==> src/rtl/xlate_buf_pkg.sv <==
package xlate_buf_pkg;
  // permission pair kept per entry
  typedef struct packed {
    logic kern_only;
    logic wr_ok;
  } perm_t;
endpackage

==> src/rtl/xb_cam.sv <==
module xb_cam #(
  parameter int N     = 32,
  parameter int KEY_W = 20,
  parameter int IDX_W = 5
) (
  input  logic [N-1:0]            valid,
  input  logic [N-1:0][KEY_W-1:0] tags,
  input  logic [KEY_W-1:0]        key,
  output logic [N-1:0]            match_vec,
  output logic                    any_match,
  output logic [IDX_W-1:0]        match_idx
);
  genvar g;
  generate
    for (g = 0; g < N; g++) begin : g_cmp
      assign match_vec[g] = valid[g] && (tags[g] == key);
    end
  endgenerate

  assign any_match = |match_vec;

  // OR-encode: exact when at most one line matches
  always_comb begin
    match_idx = '0;
    for (int i = 0; i < N; i++) begin
      if (match_vec[i]) match_idx = match_idx | IDX_W'(i);
    end
  end
endmodule

==> src/rtl/xb_perm_chk.sv <==
module xb_perm_chk
  import xlate_buf_pkg::*;
(
  input  logic  hit,
  input  logic  present,
  input  perm_t perm,
  input  logic  kmode,
  input  logic  wr,
  output logic  page_fault,
  output logic  prot_fault,
  output logic  grant
);
  logic violation;

  always_comb begin
    violation  = (perm.kern_only && !kmode) || (wr && !perm.wr_ok);
    page_fault = hit && !present;
    prot_fault = hit && present && violation;
    grant      = hit && present && !violation;
  end
endmodule

==> src/rtl/xb_victim.sv <==
module xb_victim #(
  parameter int N     = 32,
  parameter int IDX_W = 5
) (
  input  logic [N-1:0]     ref_vec,
  output logic [IDX_W-1:0] victim
);
  // lowest-numbered entry with reference clear
  always_comb begin
    victim = '0;
    for (int i = N - 1; i >= 0; i--) begin
      if (!ref_vec[i]) victim = IDX_W'(i);
    end
  end
endmodule

==> src/rtl/xlate_buf.sv <==
module xlate_buf
  import xlate_buf_pkg::*;
#(
  parameter int VA_W    = 32,
  parameter int PA_W    = 32,
  parameter int OFF_W   = 12,
  parameter int ENTRIES = 32,
  localparam int VPN_W  = VA_W - OFF_W,
  localparam int PFN_W  = PA_W - OFF_W,
  localparam int IDX_W  = (ENTRIES > 1) ? $clog2(ENTRIES) : 1
) (
  input  logic             clk,
  input  logic             rst_n,
  input  logic             flush_i,
  input  logic             req_vld_i,
  input  logic [VA_W-1:0]  req_va_i,
  input  logic             req_wr_i,
  input  logic             req_kmode_i,
  input  logic             fill_vld_i,
  input  logic [VPN_W-1:0] fill_vpn_i,
  input  logic [PFN_W-1:0] fill_pfn_i,
  input  logic             fill_kern_only_i,
  input  logic             fill_wr_ok_i,
  input  logic             fill_present_i,
  output logic             rsp_hit_o,
  output logic [PA_W-1:0]  rsp_pa_o,
  output logic             rsp_page_fault_o,
  output logic             rsp_prot_fault_o,
  output logic             rsp_dirty_o,
  output logic [IDX_W-1:0] fill_slot_o
);
  // entry state
  logic [ENTRIES-1:0]            vld_q, vld_d;
  logic [ENTRIES-1:0][VPN_W-1:0] tag_q, tag_d;
  logic [ENTRIES-1:0][PFN_W-1:0] pfn_q, pfn_d;
  perm_t [ENTRIES-1:0]           perm_q, perm_d;
  logic [ENTRIES-1:0]            pres_q, pres_d;
  logic [ENTRIES-1:0]            ref_q, ref_d;
  logic [ENTRIES-1:0]            dirty_q, dirty_d;

  logic [ENTRIES-1:0] match_vec;
  logic               cam_hit;
  logic [IDX_W-1:0]   hit_idx;
  logic               hit, grant;
  logic [VPN_W-1:0]   req_vpn;
  logic [ENTRIES-1:0] ref_set;
  logic               fill_en;

  assign req_vpn = req_va_i[VA_W-1:OFF_W];

  xb_cam #(.N(ENTRIES), .KEY_W(VPN_W), .IDX_W(IDX_W)) u_cam (
    .valid     (vld_q),
    .tags      (tag_q),
    .key       (req_vpn),
    .match_vec (match_vec),
    .any_match (cam_hit),
    .match_idx (hit_idx)
  );

  assign hit = req_vld_i && cam_hit;

  xb_perm_chk u_perm (
    .hit        (hit),
    .present    (pres_q[hit_idx]),
    .perm       (perm_q[hit_idx]),
    .kmode      (req_kmode_i),
    .wr         (req_wr_i),
    .page_fault (rsp_page_fault_o),
    .prot_fault (rsp_prot_fault_o),
    .grant      (grant)
  );

  xb_victim #(.N(ENTRIES), .IDX_W(IDX_W)) u_victim (
    .ref_vec (ref_q),
    .victim  (fill_slot_o)
  );

  assign rsp_hit_o   = hit;
  assign rsp_pa_o    = hit ? {pfn_q[hit_idx], req_va_i[OFF_W-1:0]} : '0;
  assign rsp_dirty_o = hit && (dirty_q[hit_idx] || (grant && req_wr_i));
  assign fill_en     = fill_vld_i && !flush_i;

  // next state: status update, then fill, then saturation, flush last
  always_comb begin
    vld_d   = vld_q;
    tag_d   = tag_q;
    pfn_d   = pfn_q;
    perm_d  = perm_q;
    pres_d  = pres_q;
    ref_set = ref_q;
    dirty_d = dirty_q;
    if (grant) begin
      ref_set[hit_idx] = 1'b1;
      if (req_wr_i) dirty_d[hit_idx] = 1'b1;
    end
    if (fill_en) begin
      vld_d[fill_slot_o]   = 1'b1;
      tag_d[fill_slot_o]   = fill_vpn_i;
      pfn_d[fill_slot_o]   = fill_pfn_i;
      perm_d[fill_slot_o]  = '{kern_only: fill_kern_only_i, wr_ok: fill_wr_ok_i};
      pres_d[fill_slot_o]  = fill_present_i;
      ref_set[fill_slot_o] = 1'b1;
      dirty_d[fill_slot_o] = 1'b0;
    end
    ref_d = (&ref_set) ? '0 : ref_set;
    if (flush_i) begin
      vld_d   = '0;
      ref_d   = '0;
      dirty_d = '0;
    end
  end

  // status registers, reset to empty
  always_ff @(posedge clk or negedge rst_n) begin
    if (!rst_n) begin
      vld_q   <= '0;
      ref_q   <= '0;
      dirty_q <= '0;
    end else begin
      vld_q   <= vld_d;
      ref_q   <= ref_d;
      dirty_q <= dirty_d;
    end
  end

  // payload registers, loaded only by a fill
  always_ff @(posedge clk or negedge rst_n) begin
    if (!rst_n) begin
      tag_q  <= '0;
      pfn_q  <= '0;
      perm_q <= '0;
      pres_q <= '0;
    end else if (fill_en) begin
      tag_q  <= tag_d;
      pfn_q  <= pfn_d;
      perm_q <= perm_d;
      pres_q <= pres_d;
    end
  end

  // checks next to the logic
  a_r2_single_match: assert property (@(posedge clk) disable iff (!rst_n)
    $onehot0(match_vec));

  a_r3_fault_kinds_apart: assert property (@(posedge clk) disable iff (!rst_n)
    !(rsp_page_fault_o && rsp_prot_fault_o));

  a_r3_fault_needs_hit: assert property (@(posedge clk) disable iff (!rst_n)
    (rsp_page_fault_o || rsp_prot_fault_o) |-> rsp_hit_o);

  a_r7_victim_unreferenced: assert property (@(posedge clk) disable iff (!rst_n)
    !ref_q[fill_slot_o]);

  a_r8_ref_never_full: assert property (@(posedge clk) disable iff (!rst_n)
    !(&ref_q));

  a_r9_flush_empties: assert property (@(posedge clk) disable iff (!rst_n)
    flush_i |=> (vld_q == '0));

  a_r6_dirty_set: assert property (@(posedge clk) disable iff (!rst_n)
    (grant && req_wr_i && !flush_i && !(fill_vld_i && (fill_slot_o == hit_idx)))
      |=> dirty_q[$past(hit_idx)]);
endmodule

==> config.mk <==
export PLATFORM = sky130hd
export DESIGN_NAME = xlate_buf
export DESIGN_NICKNAME = d
export VERILOG_FILES = /design/src/rtl/xlate_buf_pkg.sv /design/src/rtl/xb_cam.sv /design/src/rtl/xb_perm_chk.sv /design/src/rtl/xb_victim.sv /design/src/rtl/xlate_buf.sv
export SDC_FILE = /design/constraint.sdc
export NUM_CORES = 2
export LEC_CHECK = 0
export ABC_AREA = 1
export BUFFER_PORTS_ARGS = -buffer_cell sky130_fd_sc_hd__buf_2
export CELL_PAD_IN_SITES_DETAIL_PLACEMENT = 1
export CELL_PAD_IN_SITES_GLOBAL_PLACEMENT = 2
export CORE_MARGIN = 4
export CORE_UTILIZATION = 42
export CTS_CLUSTER_DIAMETER = 100
export DETAILED_ROUTE_END_ITERATION = 10
export PLACE_DENSITY_LB_ADDON = 0.1
export SYNTH_ARGS = -nofsm -noshare
export SYNTH_HDL_FRONTEND = slang
export SYNTH_SLANG_ARGS = --single-unit
==> constraint.sdc <==
create_clock -name clk -period 7.9 [get_ports clk]
set_clock_uncertainty 0.1 [all_clocks]
set_input_delay 0.79 -clock clk [delete_from_list [all_inputs] [get_ports clk]]
set_output_delay 0.79 -clock clk [all_outputs]
set_load 0.005 [all_outputs]
==> flow_summary.yaml <==
floorplanning:
  die-area_sq_mm: 0.166
  die_y_microns: 408
  num_io_pins: 123
  coreArea_sq_mm: 0.159
  row_count: 146
  start_util: 0.423
  die_w_microns: 408
logic_synthesis:
  ys_seq_area_frac: 0.549
  yosysTopAreaCell: "dfrtp_1"
  synth_edf_count: 0
  synth_fa_ha_area_frac: 0
  synth_xor_area_frac: 0.0264
  synth_top_family_by_area: "simple AND/OR/NAND/NOR gates"
  synth_area_leaders: "dfrtp_1 (55%), nand2_1 (13%), o21ai_0 (12%)"
  syn_area_per_cell_sq_um: 8.43
  syn-num-nets: 8034
  ys.warnings.count: 0
  synth_commonest_cells: "nand2_1 (2,249), o21ai_0 (1,605), dfrtp_1 (1,472), clkbuf_1 (498), o22ai_1 (451)"
  synth_area_sq_mm: 0.0670
  yosys.area_share.simple: 0.185
  synth_cell_types: 48
  synth_top_area_share: 0.549
  synth_most_common_cell: "nand2_1"
  synth_seq_cells: 1472
  syn_inst: 7952
  synthFlopType: "dfrtp_1"
  yosys-mux-area-fraction: 0
  async_reset_ff_frac: 1.00
  synth-compound-area-share: 0.181
worst_setup_path:
  crit_required_ns: 7.01
  r2r-end: "ref_q[3]"
  critPathMostFrequentCell: "nand2_1"
  start_kind: "input port"
  r2r_start: "ref_q[30]"
  cpMaxStageDelayCell: "inv_2"
  crit_fanout: 28
  crit_chain: "buf_2, inv_2, buf_4, nand2_1, nand2_1, nor3_1, nand2_1, nor2_1, nand3_1, nand2_1, inv_1, nand3_1, nor3_1, nand2_2, nor2_4, inv_1, nor2_1, nor2_1, nand3_1, nand2_2, nor2_4, nand2_1, a21oi_1, buf_2"
  slowest_delay_ns: 0.69
  cp.arrival_ns: 6.46
  endpoint_kind: "output port"
  r2r_slack_ns: 1.82
  worstRegToRegCells: 39
  worstSetupPathType: "input port to output port"
global_route:
  track_usage: 0.323
  grt_pass1_vias: 59300
  grt_pass1_wl_mm: 404
  antenna_found_initial: 11
  grt_max_degree: 168
  grt_overflow: 0
power:
  p_int_mw: 12.3
  power_density_mw_per_mm2: 221
  pwr-share-seq: 0.468
  p_comb_frac: 0.058
  p_sw_mw: 4.19
  p_leak_nw: 33.8
  ir_drop_uv: 242
  swShare: 0.254
  clkPwrFrac: 0.474
  power_mw: 16.5
detailed_routing:
  dr.first_iter.drc_count: 5309
  routed_via_density: 5.82
  wl_per_cell_microns: 27.3
  num_vias: 57900
  ant_nets: 0
  routed_wl_mm: 272
  drt_pass1_iterations: 5
  drc: 0
sta:
  worst_hold_slack_ns: 0.381
  finalHoldViolations: 0
  setup-tns-final_ns: 0
  maxSlewHeadroom: 0.153
  fin_crit_sh: 0.930
  fin_ws_ns: 0.550
  maxSlewViolCount: 0
  fin_crit_ns: 7.35
  rsz0062_at_grt: "false"
  setup_viol: 0
  clock.fmax_mhz: 136
  worst_slew_pin_slew_ns: 1.27
place:
  routabilityCongestion: 0.836
  place_ws_ns: 0.444
  dp.cells: 9660
  dp_hpwl_mm: 157
  port_buffers: 122
clocking:
  cts_tree: "yes"
  cts.sinks: 1472
  h-tree-depth: 4
  clock_latency_ns: 0.81
  cts_root_buffer: "clkbuf_16"
  cts-resized-gates: 0
  cts-buffers-inserted: 164
  cts_buffer_depth: 3
  clkTransAtPathRegs_ns: 0.06
cells_and_area:
  stdcell_count: 9958
  syn_to_final_growth_pct: 11.5
  drive_gt1_frac: 0.0846
  nets: 7838
hold_path:
  worstHoldStart: "vld_q[28]"
  min_to: "vld_q[28]"
  hold_path_class: "register to register"
  holdPathStages: 2
run_status:
  status: "complete, no violations"
flow_run:
  max_cap_violations: 0
layout by cell type (no fill, tap or decap), drive strengths merged, types with 4 or more instances in the layout:
master and instances:
nand4 74, xnor2 140, dfrtp 1472, o221ai 5
a211oi 4, nand3 148, diode 5, xor2 62
nor3 17, clkinv 38, nor2 464, clkbuf 249
and3 4, o2111ai 6, nand3b 18, buf 290
bufinv 6, o21bai 6, nand2 2256, inv 291
a22o 13, o211ai 39, o22ai 451, o21ai 1709
a21oi 25, or2 51, nor4 34
sequential cells by signal (all words and copies together) (netlist names):
signal and cells:
perm_q 64, pfn_q 640, tag_q 640, dirty_q 32
pres_q 32, ref_q 32, vld_q 32
power groups by stage:
stage	Clock (mW)	Sequential [mW]	Combinational, mW
finish	7.83	7.73	0.961
global route	8.28	7.74	1.05
CTS	7.95	7.72	0.968
detailed placement	0	7.86	0.964
global placement	0	7.86	0.951
floorplan	0	7.84	0.455
metal layers:
metal,wire [microns],global-route usage,up-vias
met1,118000,0.428,29900
met5,13,0,-
met3,13600,0.0440,469
met2,130000,0.542,1549
met4,11100,0.119,2
li1,-,-,26000
how the worst max path moves through the flow:
| stage | slack (ns) | start | depth (start not counted) | end |
|---|---|---|---|---|
| after floorplan | 3.38 | req_va_i[23] | 21 | rsp_pa_o[23] |
| after global placement | 0.50 | req_va_i[13] | 33 | ref_q[19] |
| after detailed placement | 0.44 | req_va_i[13] | 33 | ref_q[3] |
| after CTS | 0.59 | req_va_i[13] | 24 | rsp_dirty_o |
| after global routing | 0.48 | req_va_i[13] | 24 | rsp_dirty_o |
| final | 0.55 | req_va_i[13] | 24 | rsp_dirty_o |
area by class of cell:
| cell class | instances | area [sq um] |
|---|---|---|
| fillers | 18500 | 83800 |
| well taps | 2072 | 2590 |
| repair buffers | 291 | 2210 |
| clock inverters | 42 | 604 |
| clock buffers | 249 | 4840 |
| flip-flops and latches | 1472 | 36800 |
| inverters | 294 | 1120 |
| multi-input cells | 5533 | 26500 |
| diodes | 5 | 12.5 |
cells by family (layout without fill, tap and decap cells):
kind of cell | count (synthesis) | count (layout)
buf+inv | 947 | 876
other cells | 0 | 5
simple gates | 3067 | 3067
compound gates | 2264 | 2264
flops | 1472 | 1472
xor+xnor | 202 | 202
timing repair:
action                     CTS  global route
hold endpoints to repair   100             0
buffers inserted             0             0
hold buffers                 1             0
setup endpoints to repair    0             0
metrics by stage:
step / utilization / instance area (sq um)
final: 0.471 / 74700
after global placement: 0.437 / 69200
after floorplan: - / 67000
after global routing: 0.471 / 74700
after detailed placement: 0.437 / 69300
after CTS: 0.471 / 74700
worst max-delay path, delay by kind of cell:
| family | cells | cell delay [ns] |
|---|---|---|
| buffers and inverters | 6 | 1.94 |
| AND/OR/NAND/NOR | 17 | 3.37 |
| AO/OA/AOI/OAI | 1 | 0.30 |
Power figures use the tool's default switching activity.
